File: src/rtl/fseq_pkg.sv
package fseq_pkg;

  typedef enum logic [1:0] {
    OP_PROG  = 2'd0,
    OP_ERASE = 2'd1,
    OP_BUF   = 2'd2,
    OP_RSVD  = 2'd3
  } op_e;

  typedef enum logic [2:0] {
    RES_OK         = 3'd0,
    RES_TIMEOUT    = 3'd1,
    RES_NOT_ERASED = 3'd2,
    RES_PROTECTED  = 3'd3,
    RES_ERASE_FAIL = 3'd4,
    RES_SEQ_ERR    = 3'd5
  } res_e;

  typedef enum logic [3:0] {
    S_IDLE, S_CHK_RD, S_CHK_EV, S_CLR, S_CMD, S_ARG,
    S_BPOLL_RD, S_BPOLL_EV, S_BCNT, S_BDATA, S_BCONF,
    S_POLL_RD, S_POLL_EV, S_FCLR, S_RST
  } state_e;

  localparam logic [7:0] CMD_CLR_STAT = 8'h50;
  localparam logic [7:0] CMD_WORD_PGM = 8'h40;
  localparam logic [7:0] CMD_BLK_ERS  = 8'h20;
  localparam logic [7:0] CMD_CONFIRM  = 8'hD0;
  localparam logic [7:0] CMD_BUF_PGM  = 8'hE8;
  localparam logic [7:0] CMD_ARRAY    = 8'hFF;

endpackage

File: src/rtl/fseq_status_decode.sv
module fseq_status_decode
  import fseq_pkg::*;
(
  input  logic [7:0] st,
  output logic [2:0] code
);
  logic unused_bits;
  assign unused_bits = ^{st[7], st[6], st[2], st[0]};

  always_comb begin
    if (st[1])                code = RES_PROTECTED;
    else if (st[5] && st[4])  code = RES_SEQ_ERR;
    else if (st[5])           code = RES_ERASE_FAIL;
    else if (st[4] || st[3])  code = RES_SEQ_ERR;
    else                      code = RES_OK;
  end
endmodule

File: src/rtl/fseq_poll_timer.sv
module fseq_poll_timer #(
  parameter int TW = 16
) (
  input  logic          clk,
  input  logic          rst_n,
  input  logic          clr,
  input  logic          inc,
  input  logic [TW-1:0] limit,
  output logic          expired
);
  logic [TW-1:0] cnt_q, cnt_d;
  logic          cnt_en;

  assign cnt_en = clr | inc;

  always_comb begin
    cnt_d = cnt_q;
    if (clr)                   cnt_d = '0;
    else if (cnt_q != '1)      cnt_d = cnt_q + 1'b1;
  end

  always_ff @(posedge clk or negedge rst_n) begin
    if (!rst_n)      cnt_q <= '0;
    else if (cnt_en) cnt_q <= cnt_d;
  end

  assign expired = ({1'b0, cnt_q} + {{TW{1'b0}}, 1'b1}) >= {1'b0, limit};

  AST_NO_POLL_PAST_LIMIT: assert property (@(posedge clk) disable iff (!rst_n)
    !(inc && !clr && expired));
endmodule

File: src/rtl/flash_seq.sv
module flash_seq
  import fseq_pkg::*;
#(
  parameter int AW    = 8,
  parameter int DW    = 16,
  parameter int DEPTH = 16,
  parameter int TW    = 16,
  localparam int CW   = $clog2(DEPTH + 1),
  localparam int IW   = (DEPTH > 1) ? $clog2(DEPTH) : 1
) (
  input  logic          clk,
  input  logic          rst_n,
  input  logic          req_valid,
  input  logic [1:0]    req_op,
  input  logic [AW-1:0] req_addr,
  input  logic [DW-1:0] req_data,
  input  logic [CW-1:0] req_count,
  input  logic [TW-1:0] tmo_limit,
  output logic          req_ack,
  output logic          done,
  output logic [2:0]    result,
  output logic [IW-1:0] buf_idx,
  input  logic [DW-1:0] buf_word,
  output logic [AW-1:0] fl_addr,
  output logic [DW-1:0] fl_wdata,
  output logic          fl_we,
  output logic          fl_re,
  input  logic [DW-1:0] fl_rdata
);
  // reset: asserted asynchronously, released on the clock
  logic [1:0] rsync_q;
  logic       rst_i;
  always_ff @(posedge clk or negedge rst_n) begin
    if (!rst_n) rsync_q <= 2'b00;
    else        rsync_q <= {rsync_q[0], 1'b1};
  end
  assign rst_i = rsync_q[1];

  state_e        state_q, state_d;
  op_e           op_q, op_d;
  logic [AW-1:0] addr_q, addr_d;
  logic [DW-1:0] data_q, data_d;
  logic [CW-1:0] cnt_q, cnt_d;
  logic [IW-1:0] idx_q, idx_d;
  res_e          res_q, res_d;
  logic          done_q, done_d;
  logic          tmr_clr, tmr_inc, tmr_expired;
  logic [2:0]    dec_code;
  logic [IW-1:0] last_idx;
  logic [AW-1:0] word_addr;
  logic [DW-1:0] want;

  function automatic logic [DW-1:0] cmd(input logic [7:0] c);
    return {{(DW-8){1'b0}}, c};
  endfunction

  assign last_idx  = IW'(cnt_q - 1'b1);
  assign word_addr = addr_q + AW'(idx_q);
  assign want      = (op_q == OP_BUF) ? buf_word : data_q;

  fseq_poll_timer #(.TW(TW)) u_timer (
    .clk(clk), .rst_n(rst_i), .clr(tmr_clr), .inc(tmr_inc),
    .limit(tmo_limit), .expired(tmr_expired)
  );

  fseq_status_decode u_decode (.st(fl_rdata[7:0]), .code(dec_code));

  always_comb begin
    state_d  = state_q;
    op_d     = op_q;
    addr_d   = addr_q;
    data_d   = data_q;
    cnt_d    = cnt_q;
    idx_d    = idx_q;
    res_d    = res_q;
    done_d   = 1'b0;
    req_ack  = 1'b0;
    fl_we    = 1'b0;
    fl_re    = 1'b0;
    fl_addr  = addr_q;
    fl_wdata = '0;
    tmr_clr  = 1'b0;
    tmr_inc  = 1'b0;
    unique case (state_q)
      S_IDLE: if (req_valid) begin
        req_ack = 1'b1;
        op_d    = op_e'(req_op);
        addr_d  = req_addr;
        data_d  = req_data;
        cnt_d   = req_count;
        idx_d   = '0;
        if (req_op == OP_RSVD ||
            (req_op == OP_BUF && (req_count == '0 || req_count > CW'(DEPTH)))) begin
          res_d  = RES_SEQ_ERR;
          done_d = 1'b1;
        end else if (req_op == OP_ERASE) state_d = S_CLR;
        else                             state_d = S_CHK_RD;
      end
      S_CHK_RD: begin
        fl_re   = 1'b1;
        fl_addr = word_addr;
        state_d = S_CHK_EV;
      end
      S_CHK_EV: begin
        if ((fl_rdata & want) != want) begin
          res_d   = RES_NOT_ERASED;
          done_d  = 1'b1;
          state_d = S_IDLE;
        end else if (op_q == OP_PROG || idx_q == last_idx) begin
          idx_d   = '0;
          state_d = S_CLR;
        end else begin
          idx_d   = idx_q + 1'b1;
          state_d = S_CHK_RD;
        end
      end
      S_CLR: begin
        fl_we    = 1'b1;
        fl_wdata = cmd(CMD_CLR_STAT);
        state_d  = S_CMD;
      end
      S_CMD: begin
        fl_we = 1'b1;
        if (op_q == OP_BUF) begin
          fl_wdata = cmd(CMD_BUF_PGM);
          tmr_clr  = 1'b1;
          state_d  = S_BPOLL_RD;
        end else begin
          fl_wdata = (op_q == OP_ERASE) ? cmd(CMD_BLK_ERS) : cmd(CMD_WORD_PGM);
          state_d  = S_ARG;
        end
      end
      S_ARG: begin
        fl_we    = 1'b1;
        fl_wdata = (op_q == OP_ERASE) ? cmd(CMD_CONFIRM) : data_q;
        tmr_clr  = 1'b1;
        state_d  = S_POLL_RD;
      end
      S_BPOLL_RD: begin
        fl_re   = 1'b1;
        state_d = S_BPOLL_EV;
      end
      S_BPOLL_EV: begin
        if (fl_rdata[7]) state_d = S_BCNT;
        else if (tmr_expired) begin
          res_d   = RES_TIMEOUT;
          state_d = S_RST;
        end else begin
          tmr_inc = 1'b1;
          state_d = S_BPOLL_RD;
        end
      end
      S_BCNT: begin
        fl_we    = 1'b1;
        fl_wdata = DW'(cnt_q - 1'b1);
        idx_d    = '0;
        state_d  = S_BDATA;
      end
      S_BDATA: begin
        fl_we    = 1'b1;
        fl_addr  = word_addr;
        fl_wdata = buf_word;
        if (idx_q == last_idx) state_d = S_BCONF;
        else                   idx_d   = idx_q + 1'b1;
      end
      S_BCONF: begin
        fl_we    = 1'b1;
        fl_wdata = cmd(CMD_CONFIRM);
        tmr_clr  = 1'b1;
        state_d  = S_POLL_RD;
      end
      S_POLL_RD: begin
        fl_re   = 1'b1;
        state_d = S_POLL_EV;
      end
      S_POLL_EV: begin
        if (fl_rdata[7]) begin
          res_d   = res_e'(dec_code);
          state_d = (op_q == OP_BUF) ? S_FCLR : S_RST;
        end else if (tmr_expired) begin
          res_d   = RES_TIMEOUT;
          state_d = S_RST;
        end else begin
          tmr_inc = 1'b1;
          state_d = S_POLL_RD;
        end
      end
      S_FCLR: begin
        fl_we    = 1'b1;
        fl_wdata = cmd(CMD_CLR_STAT);
        state_d  = S_RST;
      end
      S_RST: begin
        fl_we    = 1'b1;
        fl_wdata = cmd(CMD_ARRAY);
        done_d   = 1'b1;
        state_d  = S_IDLE;
      end
      default: state_d = S_IDLE;
    endcase
  end

  always_ff @(posedge clk or negedge rst_i) begin
    if (!rst_i) begin
      state_q <= S_IDLE;
      op_q    <= OP_PROG;
      addr_q  <= '0;
      data_q  <= '0;
      cnt_q   <= '0;
      idx_q   <= '0;
      res_q   <= RES_OK;
      done_q  <= 1'b0;
    end else begin
      state_q <= state_d;
      op_q    <= op_d;
      addr_q  <= addr_d;
      data_q  <= data_d;
      cnt_q   <= cnt_d;
      idx_q   <= idx_d;
      res_q   <= res_d;
      done_q  <= done_d;
    end
  end

  assign done    = done_q;
  assign result  = res_q;
  assign buf_idx = idx_q;

  AST_BUS_EXCLUSIVE: assert property (@(posedge clk) disable iff (!rst_i)
    !(fl_we && fl_re));
  AST_DONE_SINGLE: assert property (@(posedge clk) disable iff (!rst_i)
    done |=> !done);
  AST_IDLE_BUS_QUIET: assert property (@(posedge clk) disable iff (!rst_i)
    (state_q == S_IDLE) |-> (!fl_we && !fl_re));
  AST_ENDS_IN_ARRAY: assert property (@(posedge clk) disable iff (!rst_i)
    $rose(done) && (result != 3'(RES_NOT_ERASED)) && (result != 3'(RES_SEQ_ERR) || $past(fl_we))
      |-> $past(fl_we) && ($past(fl_wdata) == cmd(CMD_ARRAY)));
  AST_NO_ACK_BUSY: assert property (@(posedge clk) disable iff (!rst_i)
    req_ack |-> (state_q == S_IDLE));
endmodule

File: config.mk
export PLATFORM = sky130hd
export DESIGN_NAME = flash_seq
export DESIGN_NICKNAME = d
export VERILOG_FILES = /design/src/rtl/fseq_pkg.sv /design/src/rtl/fseq_status_decode.sv /design/src/rtl/fseq_poll_timer.sv /design/src/rtl/flash_seq.sv
export SDC_FILE = /design/constraint.sdc
export NUM_CORES = 1
export LEC_CHECK = 0
export ABC_AREA = 0
export BUFFER_PORTS_ARGS = -buffer_cell sky130_fd_sc_hd__buf_4
export CORE_UTILIZATION = 55
export DETAILED_ROUTE_END_ITERATION = 7
export GPL_ROUTABILITY_DRIVEN = 0
export PLACE_DENSITY = 0.88
export SETUP_SLACK_MARGIN = 0.3
export SLEW_MARGIN = 30
export SYNTH_ARGS = -nofsm -noshare
export SYNTH_HDL_FRONTEND = slang
export SYNTH_HIERARCHICAL = 1
export SYNTH_SLANG_ARGS = --single-unit
export TNS_END_PERCENT = 10
File: constraint.sdc
create_clock -name clk -period 3.2 [get_ports clk]
set_input_delay 0.48 -clock clk [delete_from_list [all_inputs] [get_ports clk]]
set_output_delay 0.48 -clock clk [all_outputs]
set_load 0.03 [all_outputs]
==> results of run 1 <==
[routing by layer]
layer  up-vias  part of all wire
met5         -                 0
met2       313              0.51
li1       2289                 -
met4         0             0.041
met1      2491              0.37
met3        71             0.085
[path summary, 6_finish.rpt]
kind | end | slack, ns | depth (start not counted)
hold reg to reg | u_timer/cnt_q[3]$_DFFE_PN0P_ | 0.32 | 0
max in group asynchronous | buf_idx[0]$_DFFE_PN0P_ | 1.97 | 1
setup reg to reg | u_timer/cnt_q[7]$_DFFE_PN0P_ | -0.39 | 16
setup / recovery | u_timer/cnt_q[7]$_DFFE_PN0P_ | -0.39 | 16
min in group clk | addr_q[5]$_DFFE_PN0P_ | 0.35 | 2
hold / removal | u_timer/cnt_q[3]$_DFFE_PN0P_ | 0.32 | 0
[Yosys cell counts (all sizes together), types with 10 or more instances]
cell,instances
o22ai,11
xnor2,19
a21oi,37
ha,27
xor2,10
clkbuf,20
buf,13
dfrtp,61
a22oi,11
nand2,41
nor2,38
nand3,15
o21ai,19
nor2b,15
mux2i,18
mux2,45
inv,33
[state kept, by name, summed over array words and instances, names as in the netlist]
register       count
addr_q             8
buf_idx            4
cnt_q              5
data_q            16
done               1
op_q               2
result             3
rsync_q            2
state_q            4
u_timer/cnt_q     16
[where the power goes]
part / switching (mW) / internal (mW) / total [mW]
logic: 1.89 / 1.35 / 3.25
clock network: 0.340 / 0.299 / 0.639
registers: 0.264 / 1.04 / 1.30
total: 2.50 / 2.69 / 5.19
[cells in the final DEF, fill, tap and decap left out, types with 6 or more instances in the layout]
cell type  netlist  routed
buf_4            1     167
dfrtp_1         61      56
nand2_1         41      38
mux2_2          44      35
inv_1           33      33
nor2_1          38      33
a21oi_1         36      30
ha_1            27      24
xnor2_1         19      19
mux2i_1         18      18
nor2b_1         15      15
o21ai_0         17      14
nand3_1         14      12
a22oi_1         11      11
o22ai_1         11      11
clkbuf_8         0      10
xor2_1          10       9
mux2_4           0       9
nor3_1           7       7
nand4_1          7       7
nand2b_1         7       6
[cells by family (layout without fill, tap and decap cells)]
family          after synthesis  count (layout)  synth area share
compound gates              135             135             0.185
xor+xnor                     30              30            0.0562
fa+ha+maj                    28              28            0.0723
buf+inv                      67             222            0.0582
flops                        61              61             0.309
mux                          63              63             0.139
other cells                   1               1          0.000758
simple gates                164             164             0.180
[metrics by stage]
stage	area [µm²]	power (mW)	worst slack, ns
6_report	6710	5.19	-0.393
3_5_place_dp	6240	4.40	-0.404
4_1_cts	6560	5.07	-0.333
3_3_place_gp	6240	4.28	-0.169
5_1_grt	6710	5.45	-0.542
2_1_floorplan	5050	3.45	-0.625
[repair_timing]
action                                  CTS  global route
gates cloned                              1             0
hold endpoints to repair                  2             0
pin swaps                                21            15
hold buffers                              1             0
endpoints found under the setup margin   25            35
buffers inserted                          7             3
gates resized for setup                  16            32
[area by class of cell]
cell class	count	area, µm²
multi-input cells	421	3410
clock buffers	10	138
repair buffers	171	1310
fillers	522	2010
well taps	108	135
inverters	34	133
clock inverters	6	38.8
flip-flops and latches	61	1530
repair inverters	1	11.3
==> results.md, run 1 <==
- Most common flop cell mapped by yosys: dfrtp_1
- Vias in the first global route: 5,371
- Worst hold path class: reg -> async
- Non-filler cells, final: 812
- Met1 usage: 0.361
- Clk root buf: clkbuf_8
- Worst setup SP type: flip-flop
- Routed wire per std cell: 19.4 µm
- Max cap viols: 0
- Count of buffers from port buffering: 116
- Crit path arrival time: 3.84 ns
- Max incr delay on CP: 0.40 ns
- WP buf/inv: 4
- Setup ws final: -0.393 ns
- Ant. Diodes: 0
- M2 GR Usage: 0.571
- Post-Synthesis Cell Area: 4950 µm²
- Ys async rst share: 1.00
- Clk buf depth: 2
- Syn nets: 659
- Routed WL: 15.8 mm
- Antenna Nets Post-Route: 0
- Static leakage: 3.12 nW
- Worst vdd ir: 0.506 mV
- Share of Yosys cell area claimed by the top area cell type: 0.309
- Total grt overflow: 0
- Fin. Hold Viols: 0
- CTS Sinks: 61
- Fin crit share: 1.12
- Initial core utilization: 0.567
- First-pass GRT wire length: 24.9 mm
- Core Rows: 34
- Final Core Density: 0.769
- GR peak layer: met2
- Largest delay share family, worst path: compound AO/OA/AOI/OAI gates
- Share of cells above drive strength 1: 0.415
- Htree depth: 3
- Final setup vio count: 20
- Synth top area cells: dfrtp_1 (31%), mux2_2 (10%), ha_1 (6.8%)
- Worst Skew: 0.00843 ns
- Clk slew on worst S/H paths: 0.08 ns
- Met3 GRT Util: 0.0744
- Critical register-to-register path startpoint: u_timer/cnt_q[1]$_DFFE_PN0P_
- Rel. slew slack: 0.487
- Min Tclk post-route: 3.59 ns
- Required @ worst endpoint: 3.45 ns
- Crit path kind: reg -> reg
- Largest area contributor in the netlist: dfrtp_1
- Final #Nets: 809
- Final hold slack: 0.322 ns
- Worst-path fanout max: 4
- Pwr/cell area: 774 nW/µm²
- CTS tree: done
- Crit path from: u_timer/cnt_q[1]$_DFFE_PN0P_
- Core area: 8720 µm²
- Max Freq: 278 MHz
- CP Capture Type: flip-flop
- CTS Buf Count: 9
- Max-slew violations: 0
- DRC: 0
- HPWL Detailed: 10.9 mm
- Cells along the critical path: buf_4, ha_4, and3_4, buf_4, xor2_1, ha_1, a21o_1, a31oi_1, o221ai_2, nor2_2, nand2_2, a21oi_4, clkinv_4, buf_4, a211oi_2, mux2_4
- TritonRoute pass-1 iters: 5
- Die H: 96.8 µm
- Failing checks: negative setup slack
- Synth Warn #: 6
- Worst Tran Pin Value: 0.767 ns
- Seq/Total Area, Yosys: 0.309
- Die area: 9380 µm²
- Synth cell types: 76
- Clock latency on the worst-skew pair: 0.36 ns
- Area Overhead vs Synth: 35.6%
- DR iter-0 viols: 362
- DR vias: 5,164
- Register bit total from synthesis: 61
- Via-to-Cell Ratio: 6.36
- Placed Cells: 784
- Most used cell along the critical path: buf_4
- Initial antenna violation count: 0
- Gr usage total: 0.327
- Number of flops mapped to enable cells by yosys: 0
- Largest net degree at the start of global routing: 32
- Status: complete, but fails checks
- Total Neg Setup Slack: -5.74 ns
- Die Span X: 96.8 µm
- Syn Area/Cell: 9.01 µm²
- # IOs: 117
- RSZ-0062 raised after global routing: yes
- Post-Syn Instances: 549
- Slowest cell on crit path: dfrtp_1
No activity file was read; power rests on OpenSTA's default activity.
==> run 2, diff against run 1 <==
--- a/config.mk
+++ b/config.mk
@@ -7,10 +7,10 @@
 export LEC_CHECK = 0
 export ABC_AREA = 0
 export BUFFER_PORTS_ARGS = -buffer_cell sky130_fd_sc_hd__buf_4
-export CORE_UTILIZATION = 55
+export CORE_UTILIZATION = 59
 export DETAILED_ROUTE_END_ITERATION = 7
 export GPL_ROUTABILITY_DRIVEN = 0
-export PLACE_DENSITY = 0.88
+export PLACE_DENSITY = 0.94
 export SETUP_SLACK_MARGIN = 0.3
 export SLEW_MARGIN = 30
 export SYNTH_ARGS = -nofsm -noshare
==> run 2 against run 1 <==
The run ends with design-rule violations, negative setup slack left; worst hold slack gained 0.028 ns; clock power grew 14%; non-clock buffer count grew 11; fmax shrank 7.6%; clock-buffer cell count shrank 1; core utilization grew 6.1 points; sequential share of layout area shrank 0.27 points; final cell count grew 0.99%; via count grew 8.5%; critical path type unchanged.
==> results.md, run 2 (synthesized netlist as in run 1, its figures left out) <==
- First-pass GRT wire length: 27.2 mm
- Worst Tran Pin Value: 0.819 ns
- Worst setup SP type: flip-flop
- CTS Buf Count: 9
- Design area: 6790 µm²
- Max cap viols: 0
- Total Neg Setup Slack: -12.02 ns
- Crit path arrival time: 4.12 ns
- Initial core utilization: 0.605
- Pwr/cell area: 804 nW/µm²
- Htree depth: 3
- Initial antenna violation count: 0
- Rel. slew slack: 0.454
- Static leakage: 3.20 nW
- Worst vdd ir: 0.639 mV
- Post-DP Area: 6250 µm²
- DRC: 14
- Count of buffers from port buffering: 116
- DR iter-0 viols: 842
- Routed WL: 18.7 mm
- Core Rows: 33
- Vias in the first global route: 5,509
- Die area: 8750 µm²
- Commonest non-fill, non-tap cell in the layout: buf_4
- Worst Skew: 0.0187 ns
- Fin. Hold Viols: 0
- Routed wire per std cell: 22.8 µm
- Die Span X: 93.6 µm
- CP Capture Type: flip-flop
- Max Freq: 257 MHz
- Non-filler cells, final: 820
- Total grt overflow: 0
- Required @ worst endpoint: 3.43 ns
- Commonest non-fill, non-tap cells in the layout: buf_4 (177), dfrtp_1 (56), nand2_1 (40), mux2_2 (35), nor2_1 (34)
- TritonRoute pass-1 iters: 8
- DR vias: 5,602
- Area Overhead vs Synth: 37.2%
- Status: complete, but fails checks
- Fin crit share: 1.21
- CTS tree: done
- Worst-path fanout max: 5
- Largest net degree at the start of global routing: 35
- Worst hold path class: reg -> async
- Clk root buf: clkbuf_8
- Share of cells above drive strength 1: 0.421
- Placed Cells: 783
- Antenna Nets Post-Route: 0
- Max-slew violations: 0
- HPWL Detailed: 11.3 mm
- Die H: 93.6 µm
- Crit path kind: reg -> reg
- Final hold slack: 0.349 ns
- Gr usage total: 0.408
- Via-to-Cell Ratio: 6.83
- Min Tclk post-route: 3.89 ns
- # IOs: 117
- Failing checks: design-rule violations, negative setup slack
- Clock latency on the worst-skew pair: 0.35 ns
- Setup ws final: -0.687 ns
- Biggest regs: data_q: 16 flops, u_timer/cnt_q: 16 flops, addr_q: 8 flops
- Clk buf depth: 2
- Core area: 8180 µm²
- Clk slew on worst S/H paths: 0.09 ns
- RSZ-0062 raised after global routing: yes
- CTS Sinks: 61
- Final setup vio count: 23
- R2R setup slack: -0.69 ns
- Ant. Diodes: 0
- Final #Nets: 820
==> run 2: cell types whose count changed in the layout (fill, tap and decap cells not counted), sizes merged <==
cell	change
bufinv	+1
clkinvlp	-1
clkinv	+1
clkbuf	-1
buf	+11
==> run 2: where the power goes <==
group          internal, mW  switching [mW]
sequential             1.04           0.294
combinational          1.37            2.02
clock                 0.363           0.368
total                  2.77            2.68
==> run 2: final timing paths <==
path,startpoint,to,cells past startpoint
setup reg to reg,u_timer/cnt_q[1]$_DFFE_PN0P_,u_timer/cnt_q[12]$_DFFE_PN0P_,17
min in group clk,req_addr[2],addr_q[2]$_DFFE_PN0P_,2
setup / recovery,u_timer/cnt_q[1]$_DFFE_PN0P_,u_timer/cnt_q[12]$_DFFE_PN0P_,17
hold reg to reg,rsync_q[1]$_DFF_PN0_,u_timer/cnt_q[0]$_DFFE_PN0P_,0
max in group asynchronous,rsync_q[1]$_DFF_PN0_,cnt_q[1]$_DFFE_PN0P_,1
hold / removal,rsync_q[1]$_DFF_PN0_,u_timer/cnt_q[0]$_DFFE_PN0P_,0
==> run 2: layout make-up <==
| type | count | area (µm²) |
|---|---|---|
| Tap cell | 105 | 131 |
| Clock inverter | 7 | 73.8 |
| Sequential cell | 61 | 1530 |
| Inverter | 34 | 133 |
| Fill cell | 434 | 1390 |
| Timing Repair Buffer | 182 | 1380 |
| Timing Repair inverter | 1 | 8.76 |
| Multi-Input combinational cell | 421 | 3400 |
| Clock buffer | 9 | 124 |
==> run 2: layer usage <==
layer	track usage	share of wire	vias up
met5	0	0	-
met4	0.233	0.066	0
met3	0.107	0.11	156
li1	-	-	2322
met1	0.476	0.34	2609
met2	0.675	0.47	515
==> run 2: repair_timing <==
item	CTS	global route
buffers inserted	5	14
pin swaps	15	18
hold buffers	1	0
endpoints found under the hold margin	2	0
gates resized for setup	24	24
cloned	1	0
setup endpoints to repair	26	41
==> run 2: worst max-delay path, cell delays in order, from the launching register on <==
cell and delay (ns):
dfrtp_1 0.41, buf_6 0.12, nand4_1 0.25, nor4_1 0.40
buf_4 0.18, nand4_1 0.11, xnor2_1 0.17, ha_1 0.32
and3_1 0.19, nand4_1 0.11, o221ai_2 0.15, nor2_2 0.19
nand2_2 0.11, a21oi_4 0.26, buf_4 0.19, clkinv_4 0.08
nor3b_2 0.22, mux2_4 0.32
==> run 2: metrics by stage <==
stage | utilization | setup slack [ns] | power, mW
final | 0.830 | -0.687 | 5.45
after floorplan | - | -0.625 | 3.45
after global placement | 0.764 | -0.162 | 4.26
after detailed placement | 0.765 | -0.363 | 4.42
after CTS | 0.806 | -0.276 | 5.19
after global routing | 0.830 | -0.709 | 5.69
